**src/rtl/tw_pkg.sv**
```systemverilog
package tw_pkg;
  localparam int unsigned ADDR_BITS    = 8;
  localparam int unsigned DATA_BITS    = 24;
  localparam int unsigned LOW_STB_BITS = 4;
  localparam int unsigned DIV_BITS     = 4;

  typedef enum logic [2:0] {
    PH_IDLE,
    PH_OPEN,
    PH_ADDR,
    PH_DATA,
    PH_SHUT_LO,
    PH_SHUT_HI
  } phase_e;
endpackage

```
**src/rtl/tw_tick_gen.sv**
```systemverilog
module tw_tick_gen #(
  parameter int DIV_W = 4
) (
  input  logic             clk,
  input  logic             rst_n,
  input  logic             run_i,
  input  logic [DIV_W-1:0] div_i,
  output logic             tick_o
);
  logic [DIV_W-1:0] cnt_q, cnt_d;

  always_comb begin
    cnt_d = cnt_q;
    if (!run_i || cnt_q == '0) cnt_d = div_i;
    else                       cnt_d = cnt_q - 1'b1;
  end

  always_ff @(posedge clk or negedge rst_n) begin
    if (!rst_n) cnt_q <= '0;
    else        cnt_q <= cnt_d;
  end

  assign tick_o = run_i && (cnt_q == '0);
endmodule

```
**src/rtl/tw_frame_fsm.sv**
```systemverilog
module tw_frame_fsm
  import tw_pkg::*;
#(
  parameter int ADDR_W = 8,
  parameter int DATA_W = 24,
  parameter int IDX_W  = 5
) (
  input  logic             clk,
  input  logic             rst_n,
  input  logic             accept_i,
  input  logic             tick_i,
  output phase_e           phase_o,
  output logic [IDX_W-1:0] idx_o,
  output logic             half_o,
  output logic             frame_end_o
);
  phase_e           ph_q, ph_d;
  logic [IDX_W-1:0] idx_q, idx_d;
  logic             half_q, half_d;

  always_comb begin
    ph_d        = ph_q;
    idx_d       = idx_q;
    half_d      = half_q;
    frame_end_o = 1'b0;
    case (ph_q)
      PH_IDLE: if (accept_i) begin
        ph_d   = PH_OPEN;
        idx_d  = '0;
        half_d = 1'b0;
      end
      PH_OPEN: if (tick_i) ph_d = PH_ADDR;
      PH_ADDR: if (tick_i) begin
        if (!half_q) half_d = 1'b1;
        else begin
          half_d = 1'b0;
          if (idx_q == IDX_W'(ADDR_W - 1)) begin
            ph_d  = PH_DATA;
            idx_d = '0;
          end else idx_d = idx_q + 1'b1;
        end
      end
      PH_DATA: if (tick_i) begin
        if (!half_q) half_d = 1'b1;
        else begin
          half_d = 1'b0;
          if (idx_q == IDX_W'(DATA_W - 1)) begin
            ph_d  = PH_SHUT_LO;
            idx_d = '0;
          end else idx_d = idx_q + 1'b1;
        end
      end
      PH_SHUT_LO: if (tick_i) ph_d = PH_SHUT_HI;
      PH_SHUT_HI: if (tick_i) begin
        ph_d        = PH_IDLE;
        frame_end_o = 1'b1;
      end
      default: ph_d = PH_IDLE;
    endcase
  end

  always_ff @(posedge clk or negedge rst_n) begin
    if (!rst_n) begin
      ph_q   <= PH_IDLE;
      idx_q  <= '0;
      half_q <= 1'b0;
    end else begin
      ph_q   <= ph_d;
      idx_q  <= idx_d;
      half_q <= half_d;
    end
  end

  assign phase_o = ph_q;
  assign idx_o   = idx_q;
  assign half_o  = half_q;
endmodule

```
**src/rtl/tw_bit_shifter.sv**
```systemverilog
module tw_bit_shifter #(
  parameter int ADDR_W = 8,
  parameter int DATA_W = 24,
  parameter int IDX_W  = 5
) (
  input  logic              clk,
  input  logic              rst_n,
  input  logic              load_i,
  input  logic              rd_i,
  input  logic [ADDR_W-1:0] addr_i,
  input  logic [DATA_W-1:0] wdata_i,
  input  logic              sample_i,
  input  logic              sdat_i,
  input  logic [IDX_W-1:0]  idx_i,
  output logic              rd_o,
  output logic              addr_bit_o,
  output logic              data_bit_o,
  output logic [DATA_W-1:0] rx_o
);
  logic [ADDR_W-1:0] a_q, a_d;
  logic [DATA_W-1:0] w_q, w_d, rx_q, rx_d;
  logic              rd_q, rd_d;
  logic [ADDR_W-1:0] a_sel;
  logic [DATA_W-1:0] w_sel;

  always_comb begin
    a_d  = a_q;
    w_d  = w_q;
    rd_d = rd_q;
    rx_d = rx_q;
    if (load_i) begin
      a_d  = addr_i;
      w_d  = wdata_i;
      rd_d = rd_i;
    end
    if (sample_i) rx_d = {sdat_i, rx_q[DATA_W-1:1]};
  end

  always_ff @(posedge clk or negedge rst_n) begin
    if (!rst_n) begin
      a_q  <= '0;
      w_q  <= '0;
      rd_q <= 1'b0;
      rx_q <= '0;
    end else begin
      a_q  <= a_d;
      w_q  <= w_d;
      rd_q <= rd_d;
      rx_q <= rx_d;
    end
  end

  assign a_sel      = a_q >> idx_i;
  assign w_sel      = w_q >> idx_i;
  assign addr_bit_o = a_sel[0];
  assign data_bit_o = w_sel[0];
  assign rd_o       = rd_q;
  assign rx_o       = rx_q;
endmodule

```
**src/rtl/tw_reg_master.sv**
```systemverilog
module tw_reg_master
  import tw_pkg::*;
#(
  parameter int ADDR_W   = tw_pkg::ADDR_BITS,
  parameter int DATA_W   = tw_pkg::DATA_BITS,
  parameter int LOW_BITS = tw_pkg::LOW_STB_BITS,
  parameter int DIV_W    = tw_pkg::DIV_BITS
) (
  input  logic              clk,
  input  logic              rst_n,
  input  logic              start_i,
  input  logic              rd_i,
  input  logic [ADDR_W-1:0] addr_i,
  input  logic [DATA_W-1:0] wdata_i,
  input  logic [DIV_W-1:0]  half_div_i,
  output logic              busy_o,
  output logic              done_o,
  output logic [DATA_W-1:0] rdata_o,
  output logic              strobe_o,
  output logic              sclk_o,
  output logic              sdat_o,
  output logic              sdat_oe_o,
  input  logic              sdat_i
);
  localparam int IDX_W = $clog2((ADDR_W > DATA_W ? ADDR_W : DATA_W) + 1);

  logic [1:0]        rst_sync_q;
  logic              core_rst_n;
  phase_e            phase;
  logic [IDX_W-1:0]  idx;
  logic              half, tick, frame_end, accept, busy, sample;
  logic              rd_lat, addr_bit, data_bit;
  logic [DATA_W-1:0] rx;
  logic [DIV_W-1:0]  div_q, div_d, div_sel;
  logic [DATA_W-1:0] rdata_q, rdata_d;
  logic              done_q;

  // asynchronous assert, synchronous release
  always_ff @(posedge clk or negedge rst_n) begin
    if (!rst_n) rst_sync_q <= 2'b00;
    else        rst_sync_q <= {rst_sync_q[0], 1'b1};
  end
  assign core_rst_n = rst_sync_q[1];

  assign busy    = (phase != PH_IDLE);
  assign accept  = start_i && !busy;
  assign div_sel = busy ? div_q : half_div_i;
  assign sample  = tick && (phase == PH_DATA) && half && rd_lat;

  tw_tick_gen #(.DIV_W(DIV_W)) u_tick (
    .clk(clk), .rst_n(core_rst_n), .run_i(busy), .div_i(div_sel), .tick_o(tick)
  );

  tw_frame_fsm #(.ADDR_W(ADDR_W), .DATA_W(DATA_W), .IDX_W(IDX_W)) u_fsm (
    .clk(clk), .rst_n(core_rst_n), .accept_i(accept), .tick_i(tick),
    .phase_o(phase), .idx_o(idx), .half_o(half), .frame_end_o(frame_end)
  );

  tw_bit_shifter #(.ADDR_W(ADDR_W), .DATA_W(DATA_W), .IDX_W(IDX_W)) u_shift (
    .clk(clk), .rst_n(core_rst_n), .load_i(accept), .rd_i(rd_i),
    .addr_i(addr_i), .wdata_i(wdata_i), .sample_i(sample), .sdat_i(sdat_i),
    .idx_i(idx), .rd_o(rd_lat), .addr_bit_o(addr_bit), .data_bit_o(data_bit),
    .rx_o(rx)
  );

  always_comb begin
    div_d   = accept ? half_div_i : div_q;
    rdata_d = (frame_end && rd_lat) ? rx : rdata_q;
  end

  always_ff @(posedge clk or negedge core_rst_n) begin
    if (!core_rst_n) begin
      div_q   <= '0;
      rdata_q <= '0;
      done_q  <= 1'b0;
    end else begin
      div_q   <= div_d;
      rdata_q <= rdata_d;
      done_q  <= frame_end;
    end
  end

  // wire levels decoded from the sequencer state
  always_comb begin
    strobe_o  = 1'b1;
    sclk_o    = 1'b1;
    sdat_o    = 1'b1;
    sdat_oe_o = 1'b1;
    case (phase)
      PH_OPEN, PH_SHUT_LO: strobe_o = 1'b0;
      PH_ADDR: begin
        strobe_o = (idx >= IDX_W'(LOW_BITS));
        sclk_o   = half;
        sdat_o   = addr_bit;
      end
      PH_DATA: begin
        sclk_o    = half;
        sdat_o    = rd_lat ? 1'b1 : data_bit;
        sdat_oe_o = !rd_lat;
      end
      default: ;
    endcase
  end

  assign busy_o  = busy;
  assign done_o  = done_q;
  assign rdata_o = rdata_q;
endmodule

```
**config.mk**
```make
export PLATFORM = sky130hd
export DESIGN_NAME = tw_reg_master
export DESIGN_NICKNAME = d
export VERILOG_FILES = /design/src/rtl/tw_pkg.sv /design/src/rtl/tw_tick_gen.sv /design/src/rtl/tw_frame_fsm.sv /design/src/rtl/tw_bit_shifter.sv /design/src/rtl/tw_reg_master.sv
export SDC_FILE = /design/constraint.sdc
export NUM_CORES = 1
export LEC_CHECK = 0
export ABC_CLOCK_PERIOD_IN_PS = 3800
export BUFFER_PORTS_ARGS = -buffer_cell sky130_fd_sc_hd__buf_2
export CORE_ASPECT_RATIO = 0.6
export CORE_MARGIN = 1.5
export CORE_UTILIZATION = 35
export CTS_CLUSTER_DIAMETER = 120
export CTS_CLUSTER_SIZE = 20
export DETAILED_ROUTE_END_ITERATION = 10
export PLACE_DENSITY = 0.55
export SLEW_MARGIN = 5
export SYNTH_ARGS = -nofsm -noshare
export SYNTH_HDL_FRONTEND = slang
export SYNTH_SLANG_ARGS = --single-unit
```
**constraint.sdc**
```tcl
create_clock -name clk -period 3.8 [get_ports clk]
set_clock_uncertainty 0.05 [all_clocks]
set_input_delay 0.19 -clock clk [delete_from_list [all_inputs] [get_ports clk]]
set_output_delay 0.19 -clock clk [all_outputs]
set_load 0.01 [all_outputs]
```
==> metrics.txt, run 1 <==
post-synthesis mux area share 27.41%; port bufs 70; Synth-to-Final Area Change 17.39%; CTS tree done; min-delay src half_div_i[2]; die extent in y around 90 um; startpoint class of the critical path register; RD Place Congestion around 0.8; YS warnings 0; largest family of logic cells by synthesized area multiplexers; area of the multi-input gates 0.001763 mm^2; clk buf depth 2; setup TNS 0 ns; H-tree depth 3; core area between 0.01 and 0.015 mm^2; maxcap violations 0; ys async rst share 100.0%; crit-path max cell delay ~0.71 ns; largest area contributor in the synthesized netlist dfrtp_1; Final period util between 70% and 80%; Yosys top cell area share 57.01%; detailed-route via count 2723; worst slew pin tran 1.104 ns; WP data arrival approximately 2.6 ns; pwr/cell area 630.6 mW/mm^2; part of the power in registers 47.6%; register area share after synthesis 57.01%; critical setup path kind reg2out; Die Footprint 0.01337 mm^2; initial antenna violation count 0; total gr overflow 0; Final Setup Violations 0; Synth Area in Simple Gates 5.504%; Critical Path Source u_fsm.idx_o[0]$_DFFE_PN0P_; Psw 995.2 uW; clk root buf clkbuf_16; largest net degree at the start of global routing 87; Final min period ~2.9 ns; fill count between 1k and 1.5k; n_diodes 0; Die Width 148.3 um; mean area per synthesized cell 14.30 um^2; crit path cell chain mux4_1, mux4_2, a221oi_2, o21ai_1, buf_2; Antenna Nets Post-Route 0; clock sink count 101; largest cells by area after synthesis dfrtp_1 (57%), mux2_2 (22%), mux4_1 (3.6%); TritonCTS Buffers 9; Max rail drop VDD roughly 0.31 mV; FF-to-FF setup slack between 1 and 1.5 ns; IO Count slightly above 70; Hold Crit Depth 3; Sw Ratio 30.33%; slowest stage cell, crit path dfrtp_1; count leader, synth dfrtp_1; worst skew pair latency 0.34 ns; Synth top cells by count dfrtp_1 (101), mux2_2 (87), nand2_1 (12); Pre-antenna DRT Iters 4; Worst setup EP type output pin; Hold Crit Endpoint u_tick.cnt_q[2]$_DFF_PN0_; Synth Area in Adders 1.129%; routed wire length 8.872 mm; top_reg_cell synth dfrtp_1; max frequency 349.6 MHz; # DRC 0; Hold Vio Cnt, Final 0; vias in the first global route 2825; Int Pwr around 2.3 mW; status finished, final reports clean; Starting Density 36.28%; Synth Area in Compound Gates 4.996%; unrepaired setup endpoints after global routing no; Mapped Area around 0.0044 mm^2; FF+latch area 0.002531 mm^2; Synth cell types 44; first-pass GRT wire length ~15 mm; Clock Pin Slew Worst Setup and Hold Paths roughly 0.07 ns; routed wire length per instance between 15 and 20 um; Rows 31; CP Max Fanout 13; EDFF count, synth 0; clock power share 25.9%; synthesized netlist net count 355; Net count, final approximately 430; drt initial violations 99; setup bufs post-CTS 0; Synth Instances 310; XOR/XNOR share of the synthesized area less than 1%; r2r endpoint rdata_o[10]$_DFFE_PN0P_; r2r worst-path depth 6; HP Class in2reg; final core occ 42.59%; slew margin rel. 26.39%; Avg Vias per Cell 4.942; worst reg2reg startpoint u_tick.cnt_q[0]$_DFF_PN0_; Worst EP required ~3.6 ns; Gate power share 26.5%; GRT Util Overall 14.19%; Yosys reg bits 101; final-report max-slew violation count 0; DP HPWL slightly above 6 mm; fraction of layout cells with a size suffix above 1 46.63%; Leak Pwr 2.461 nW
power by group through the flow:
stage	combinational (mW)	clock, mW	sequential, mW
after CTS	0.880	0.874	1.57
after global routing	0.959	0.924	1.60
after global placement	0.853	0	1.57
final	0.869	0.851	1.56
after floorplan	0.757	0	1.47
after detailed placement	0.874	0	1.58
through the flow:
step	total power [mW]	hold WS, ns	worst slack (ns)	std cells	cell area [um^2]
detailed placement	2.458	-0.06921	0.9610	533	4915
global route	3.487	0.005678	0.7956	551	5204
floorplan	2.228	-0.1556	0.7282	310	4433
global placement	2.426	-0.07445	1.108	533	4915
finish	3.281	0.01113	0.9393	551	5204
CTS	3.319	0.0006991	0.9064	550	5194
worst max-delay path: cells and delay by family (launching register included):
kind,cells,cell delay (ns)
buf+inv,1,0.14
mux,2,1.10
compound gates,2,0.32
flops,1,0.71
area by class of cell:
cell class                      count  area share (%)
Timing Repair Buffer               75           7.550
Inverter                           11          0.7935
Clock inverter                      4          0.6252
Clock buffer                       12           4.544
Tap cell                          165           3.967
Sequential cell                   101           48.64
Multi-Input combinational cell    183           33.88
state kept, by name (all words and copies together) (netlist names):
name,cells
rdata_o,24
u_shift.rx_o,24
u_shift.w_q,24
u_shift.a_q,8
u_fsm.idx_o,5
div_q,4
u_tick.cnt_q,4
u_fsm.phase_o,3
rst_sync_q,2
done_o,1
u_fsm.half_o,1
u_shift.rd_o,1
placed cells by master (no fill, tap or decap), types with 2 or more instances in the layout:
cell           instances
o21ai_0               11
mux2_2                87
a21oi_1                7
mux4_1                 6
nand4_1                4
dfrtp_1              100
nand4bb_1              2
nor2_1                 6
nor2b_1                2
nand3_1                3
clkinvlp_4             2
clkbuf_1               3
o31ai_1                3
ha_1                   4
nor3_1                 2
a311oi_1               2
dlygate4sd3_1          2
mux4_2                 3
buf_4                  3
xnor2_1                3
and2_1                 2
nand2b_1               4
buf_2                 70
o22ai_1                2
inv_1                 10
clkbuf_16              9
nand2_1               12
layer usage:
layer | vias to the layer above | track usage (%) | wire (um) | part of all wire (%)
li1 | 1270 | - | - | -
met1 | 1406 | 20.55 | 4439 | 50
met2 | 41 | 20.02 | 3961 | 45
met3 | 6 | 5.076 | 403 | 4.5
met4 | 0 | 3.713 | 68 | 0.77
met5 | - | 0 | 0 | 0
how the worst max path moves through the flow:
stage,end,slack (ns),cells after the start
after floorplan,div_q[0]$_DFFE_PN0P_,0.73,0
after global placement,rdata_o[18]$_DFFE_PN0P_,1.11,6
after CTS,sdat_o,0.91,5
after global routing,rdata_o[6]$_DFFE_PN0P_,0.80,6
final,sdat_o,0.94,5
after detailed placement,rdata_o[10]$_DFFE_PN0P_,0.96,6
cells by family (layout without fill, tap and decap cells):
kind of cell | Yosys count | in the layout
DFF | 101 | 101
muxes | 97 | 97
and+or+nand+nor | 44 | 44
AOI/OAI and AO/OA | 34 | 34
buffers and inverters | 26 | 102
adders and majority gates | 4 | 4
xor gates and xnor gates | 3 | 3
other | 1 | 1
repair_timing:
action | CTS | global route
endpoints found under the hold margin | 2 | 1
hold buffers | 1 | 1
resized for setup | 0 | 0
Power figures use the tool's default switching activity.
==> run 2, diff against run 1 <==
--- a/config.mk
+++ b/config.mk
@@ -5,7 +5,7 @@
 export SDC_FILE = /design/constraint.sdc
 export NUM_CORES = 1
 export LEC_CHECK = 0
-export ABC_CLOCK_PERIOD_IN_PS = 3800
+export ABC_CLOCK_PERIOD_IN_PS = 2550
 export BUFFER_PORTS_ARGS = -buffer_cell sky130_fd_sc_hd__buf_2
 export CORE_ASPECT_RATIO = 0.6
 export CORE_MARGIN = 1.5
@@ -13,7 +13,7 @@
 export CTS_CLUSTER_DIAMETER = 120
 export CTS_CLUSTER_SIZE = 20
 export DETAILED_ROUTE_END_ITERATION = 10
-export PLACE_DENSITY = 0.55
+export PLACE_DENSITY = 0.57
 export SLEW_MARGIN = 5
 export SYNTH_ARGS = -nofsm -noshare
 export SYNTH_HDL_FRONTEND = slang
==> constraint.sdc (replaced) <==
create_clock -name clk -period 2.55 [get_ports clk]
set_clock_uncertainty 0.05 [all_clocks]
set_input_delay 0.1275 -clock clk [delete_from_list [all_inputs] [get_ports clk]]
set_output_delay 0.1275 -clock clk [all_outputs]
set_load 0.01 [all_outputs]
==> metrics.txt, run 2 (synthesized netlist as in run 1, its figures left out) <==
critical setup path kind reg2out; status finished, final reports clean; most frequent cells in the layout dfrtp_1 (99), mux2_2 (86), buf_2 (70), dlygate4sd3_1 (39), nand2_1 (12); CP Max Fanout 7 (-6); port bufs 70 (unchanged); slew margin rel. 52.21% (+26 points); met2 Usage GRT 21.11% (+1.1 points); vias in the first global route 2946 (+4.3%); drt initial violations 84 (-15%); GR Util met3 3.655% (-1.4 points); routed wire length 9.171 mm (+3.4%); detailed-route via count 2860 (+5.0%); area of the multi-input gates 0.001759 mm^2 (-0.21%); IO Count 71 (unchanged); Die Footprint 0.01337 mm^2 (unchanged); Final min period ~2.5 ns; Clock Pin Slew Worst Setup and Hold Paths 0.08 ns (about the same); Max rail drop VDD 0.4342 mV (+39%); met1 GRT Util 21.40% (+0.85 points); final-report max-slew violation count 0 (unchanged); worst skew pair latency 0.35 ns (about the same); slowest stage cell, crit path mux4_1; crit path cell chain buf_6, mux4_1, mux2_4, a221oi_2, o21ai_1, buf_2; startpoint class of the critical path register; first-pass GRT wire length 15.20 mm (+3.7%); DP Area 0.005000 mm^2 (+1.7%); die extent in y 90.18 um (unchanged); CTS tree done; commonest non-fill, non-tap cell in the layout dfrtp_1; gr busiest metal met1; RD Place Congestion 0.7669 (-3.3%); Leak Pwr 2.679 nW (+8.9%); clock sink count 101 (unchanged); Final Setup Violations 0 (unchanged); Final period util 97.43%; clk buf depth 2 (unchanged); DP HPWL 6.165 mm (+1.8%); Die Width 148.3 um (unchanged); clk root buf clkbuf_16; Worst EP required 2.37 ns (-1.19 ns); H-tree depth 3 (unchanged); crit path buf inv count 2 (+1); total gr overflow 0 (unchanged); Rows 31 (unchanged); worst slew pin tran 0.7169 ns (-0.3872 ns); crit-path max cell delay 0.55 ns (-0.16 ns); finished layout cell area 0.005688 mm^2 (+9.3%); Synth-to-Final Area Change 28.31%; Avg Vias per Cell 4.783 (-3.2%); crit-path leading delay family multiplexers; max frequency 402.5 MHz; # DRC 0 (unchanged); fraction of layout cells with a size suffix above 1 45.27% (-1.4 points); Antenna Nets Post-Route 0 (unchanged); routed wire length per instance 15.34 um (-4.8%); GRT Util Overall 14.69% (+0.50 points); final core occ 46.55% (+4.0 points); Net count, final 473 (+11%); initial antenna violation count 0 (unchanged); HP Class in2async; largest net degree at the start of global routing 54 (-38%); TritonCTS Buffers 9 (unchanged); maxcap violations 0 (unchanged); unrepaired setup endpoints after global routing yes; fill count 1136 (-0.35%); WP data arrival 2.31 ns (-0.31 ns); Starting Density 36.28% (unchanged); core area 0.01222 mm^2 (unchanged); FF+latch area 0.002532 mm^2 (about the same); Hold Vio Cnt, Final 0 (unchanged); Pre-antenna DRT Iters 4 (unchanged); pwr/cell area 892.6 mW/mm^2 (+42%); n_diodes 0 (unchanged); Worst setup EP type output pin; setup TNS 0 ns (unchanged)
[run 2: changes by cell type in the layout (fill, tap and decap cells not counted), sizes merged]
cell         change
dlygate4sd3     +37
buf             +10
clkbuf           -3
inv              +2
clkinvlp         +1
[run 2: repair_timing]
item | in CTS | in global routing
gates resized for setup | 2 | 3
endpoints found under the hold margin | 42 | 0
endpoints found under the setup margin | 1 | 1
hold buffers | 39 | 0
pin swaps | 0 | 1
setup buffers | 0 | 2
cloned | 0 | 0
[run 2: final cells by class]
class / count / area share, %
clock buffer: 9 / 3.960
sequential: 101 / 44.52
tap: 165 / 3.630
timing repair buffer: 122 / 15.24
clock inverter: 7 / 0.9899
inverter: 11 / 0.7259
multi-input combinational: 183 / 30.93
[run 2: power by group]
part | switching [mW] | total (mW) | internal [mW]
Combinational | 0.610 | 1.48 | 0.871
Clock | 0.623 | 1.30 | 0.674
Sequential | 0.311 | 2.30 | 1.99
[run 2: through the flow]
| step | cells | worst slack (ns) | hold slack [ns] | total power, mW |
|---|---|---|---|---|
| floorplan | 310 | 0.5345 | -0.2181 | 3.320 |
| global placement | 541 | 0.3488 | -0.1375 | 3.679 |
| detailed placement | 541 | 0.3022 | -0.1335 | 3.716 |
| CTS | 596 | 0.02255 | 0.007109 | 5.103 |
| global route | 598 | -0.05286 | 0.04287 | 5.403 |
| finish | 598 | 0.06543 | 0.02215 | 5.077 |
[run 2: worst paths after layout]
kind | slack [ns] | depth (start not counted) | end | from
max in group asynchronous | 1.37 | 1 | u_shift.rx_o[2]$_DFFE_PN0P_ | rst_sync_q[1]$_DFF_PN0_
worst min-delay path | 0.02 | 2 | rst_sync_q[1]$_DFF_PN0_ | rst_n
worst max register to register | 0.53 | 7 | rdata_o[14]$_DFFE_PN0P_ | u_tick.cnt_q[0]$_DFF_PN0_
min in group clk | 0.17 | 4 | u_fsm.half_o$_DFFE_PN0P_ | start_i
worst min register to register | 0.30 | 0 | rst_sync_q[1]$_DFF_PN0_ | rst_sync_q[0]$_DFF_PN0_
worst max-delay path | 0.07 | 6 | sdat_o | u_fsm.idx_o[0]$_DFFE_PN0P_
[run 2: layer usage]
metal,routed length (um),share of wire [%]
met1,4649,51
met2,4023,44
met3,360,3.9
met4,137,1.5
met5,0,0
==> run 3, diff against run 2 <==
--- a/config.mk
+++ b/config.mk
@@ -17,4 +17,5 @@
 export SLEW_MARGIN = 5
 export SYNTH_ARGS = -nofsm -noshare
 export SYNTH_HDL_FRONTEND = slang
+export SYNTH_HIERARCHICAL = 1
 export SYNTH_SLANG_ARGS = --single-unit
==> metrics.txt, run 3 <==
Final Setup Violations 0 (unchanged); startpoint class of the critical path register; GRT Util Overall 14.76% (+0.067 points); Antenna Nets Post-Route 0 (unchanged); met1 GRT Util 22.41% (+1.0 points); largest cells by area after synthesis dfrtp_1 (56%), mux2_2 (22%), mux4_1 (3.5%); Worst setup EP type output pin; setup ws final 0.1172 ns (+0.05174 ns); largest area contributor in the synthesized netlist dfrtp_1; Synth top cells by count dfrtp_1 (101), mux2_2 (89), o21ai_0 (15); Synth Instances 314 (+1.3%); Starting Density 36.49% (+0.21 points); Die Footprint 0.01353 mm^2 (+1.2%); post-route non-filler standard cell count 602 (+0.67%); clk root buf clkbuf_16; final-report max-slew violation count 0 (unchanged); r2r worst-path depth 10 (+3); Avg Vias per Cell 4.829 (+0.97%); final core occ 47.64% (+1.1 points); Hold Vio Cnt, Final 0 (unchanged); area of the multi-input gates 0.001857 mm^2 (+5.5%); crit path buf inv count 1 (-1); finished layout cell area 0.005858 mm^2 (+3.0%); YS warnings 6 (+6); top_reg_cell synth dfrtp_1; Die Width 149.2 um (+0.59%); max frequency 411.0 MHz (+2.1%); routed wire length 9.224 mm (+0.58%); largest net degree at the start of global routing 59 (+9.3%); routed wire length per instance 15.32 um (about the same); Hold WS 0.03932 ns (+0.01717 ns); worst slew pin tran 0.7363 ns (+0.01943 ns); detailed-route via count 2907 (+1.6%); RD Place Congestion 0.7942 (+3.6%); maxcap violations 0 (unchanged); crit-path leading delay family multiplexers; status finished, final reports clean; IO Count 71 (unchanged); Final min period 2.433 ns (-0.05174 ns); first-pass GRT wire length 15.50 mm (+2.0%); Cells after DPL 546 (+0.92%); clk buf depth 2 (unchanged); critical setup path kind reg2out; die extent in y 90.70 um (+0.58%); FF+latch area 0.002532 mm^2 (unchanged); ys async rst share 100.0% (unchanged); worst skew pair latency 0.34 ns (about the same); Worst EP required 2.37 ns (about the same); Final period util 95.41% (-2.0 points); Critical Path Source u_fsm/idx_o[0]$_DFFE_PN0P_; worst reg2reg startpoint u_fsm/phase_o[2]$_DFFE_PN0P_; EDFF count, synth 0 (unchanged); port bufs 70 (unchanged); clock sink count 101 (unchanged); Pwr Total 5.439 mW (+7.1%); Synth cell types 47 (+6.8%); Net count, final 475 (+0.42%); CP Max Fanout 4 (-3); core area 0.01230 mm^2 (+0.63%); synthesized netlist net count 357 (+0.56%); initial antenna violation count 0 (unchanged); register area share after synthesis 56.33% (-0.68 points); HP Class in2async; H-tree depth 3 (unchanged); Max rail drop VDD 0.4187 mV (-3.6%); crit-path max cell delay 0.59 ns (+0.04 ns); Mapped Area 0.004487 mm^2 (+1.2%); total gr overflow 0 (unchanged); met2 Usage GRT 20.10% (-1.0 points); crit path cell chain mux4_1, mux2i_2, or3_1, nand4b_1, nor3b_2, o21ai_1, buf_2; CTS tree done; GR Util met3 4.242% (+0.59 points); Leak Pwr 2.769 nW (+3.3%); most frequent cells in the layout dfrtp_1 (99), mux2_2 (89), buf_2 (70), dlygate4sd3_1 (39), o21ai_0 (12); slowest stage cell, crit path mux4_1; commonest non-fill, non-tap cell in the layout dfrtp_1; FF-to-FF setup slack 0.26 ns (-0.27 ns); unrepaired setup endpoints after global routing yes; Yosys reg bits 101 (unchanged); Synth-to-Final Area Change 30.56%; Pre-antenna DRT Iters 5 (+1); n_diodes 0 (unchanged); vias in the first global route 2927 (-0.64%); gr busiest metal met1; Clock Pin Slew Worst Setup and Hold Paths 0.07 ns (about the same); fraction of layout cells with a size suffix above 1 46.45% (+1.2 points); count leader, synth dfrtp_1; fill count 1095 (-3.6%); mean area per synthesized cell 14.29 um^2 (about the same); Worst path depth 7 (+1); pwr/cell area 928.5 mW/mm^2 (+4.0%); # DRC 0 (unchanged); TritonCTS Buffers 9 (unchanged); slew margin rel. 50.91% (-1.3 points); Placement Setup Slack 0.1191 ns (-0.1830 ns); drt initial violations 155 (+85%); DP HPWL 6.157 mm (-0.13%); setup TNS 0 ns (unchanged); WP data arrival 2.26 ns (-0.05 ns); DP Area 0.005090 mm^2 (+1.8%); Yosys top cell area share 56.33% (-0.68 points); Rows 31 (unchanged)
## run 3: worst paths after layout
| check | to |
|---|---|
| max | sdat_o |
| min | rst_sync_q[1]$_DFF_PN0_ |
| max reg2reg | rdata_o[21]$_DFFE_PN0P_ |
| min reg2reg | rst_sync_q[1]$_DFF_PN0_ |
| max in group asynchronous | u_shift/w_q[11]$_DFFE_PN0P_ |
| min in group clk | rst_sync_q[1]$_DFF_PN0_ |
## run 3: per-layer routing
layer  vias to the layer above  part of all wire [%]
met1                      1456                    53
met2                        55                    42
met4                         0                   1.0
li1                       1388                     -
met3                         8                   3.8
met5                         -                     0
## run 3: cell type report
| cell class | instances | share of cell area (%) |
|---|---|---|
| Clock inverter | 7 | 2.029 |
| Tap cell | 165 | 3.524 |
| Clock buffer | 9 | 3.845 |
| Multi-Input combinational cell | 190 | 31.70 |
| Sequential cell | 101 | 43.23 |
| Timing Repair Buffer | 122 | 15.16 |
| Inverter | 8 | 0.5126 |
## run 3: where the power goes
group	internal [mW]	switching [mW]	total [mW]	leakage, nW
logic	0.937	0.729	1.67	1.30
registers	1.98	0.253	2.23	1.30
clock network	0.886	0.655	1.54	0.166
total	3.80	1.64	5.44	2.77
## run 3: kinds of logic after synthesis
kind of cell	count (synthesis)	share of synthesized area [%]
flip-flops	101	56.33
multiplexers	102	28.08
AO/OA/AOI/OAI	32	4.350
buffers and inverters	23	2.566
adder cells (fa/ha/maj)	2	0.5576
AND/OR/NAND/NOR	52	7.836
XOR/XNOR	1	0.1952
other	1	0.08358
## run 3: what timing repair did
action,in CTS,in global routing
gates resized for setup,2,5
endpoints found under the setup margin,1,1
hold buffers,39,0
endpoints found under the hold margin,40,0
buffers inserted,1,0
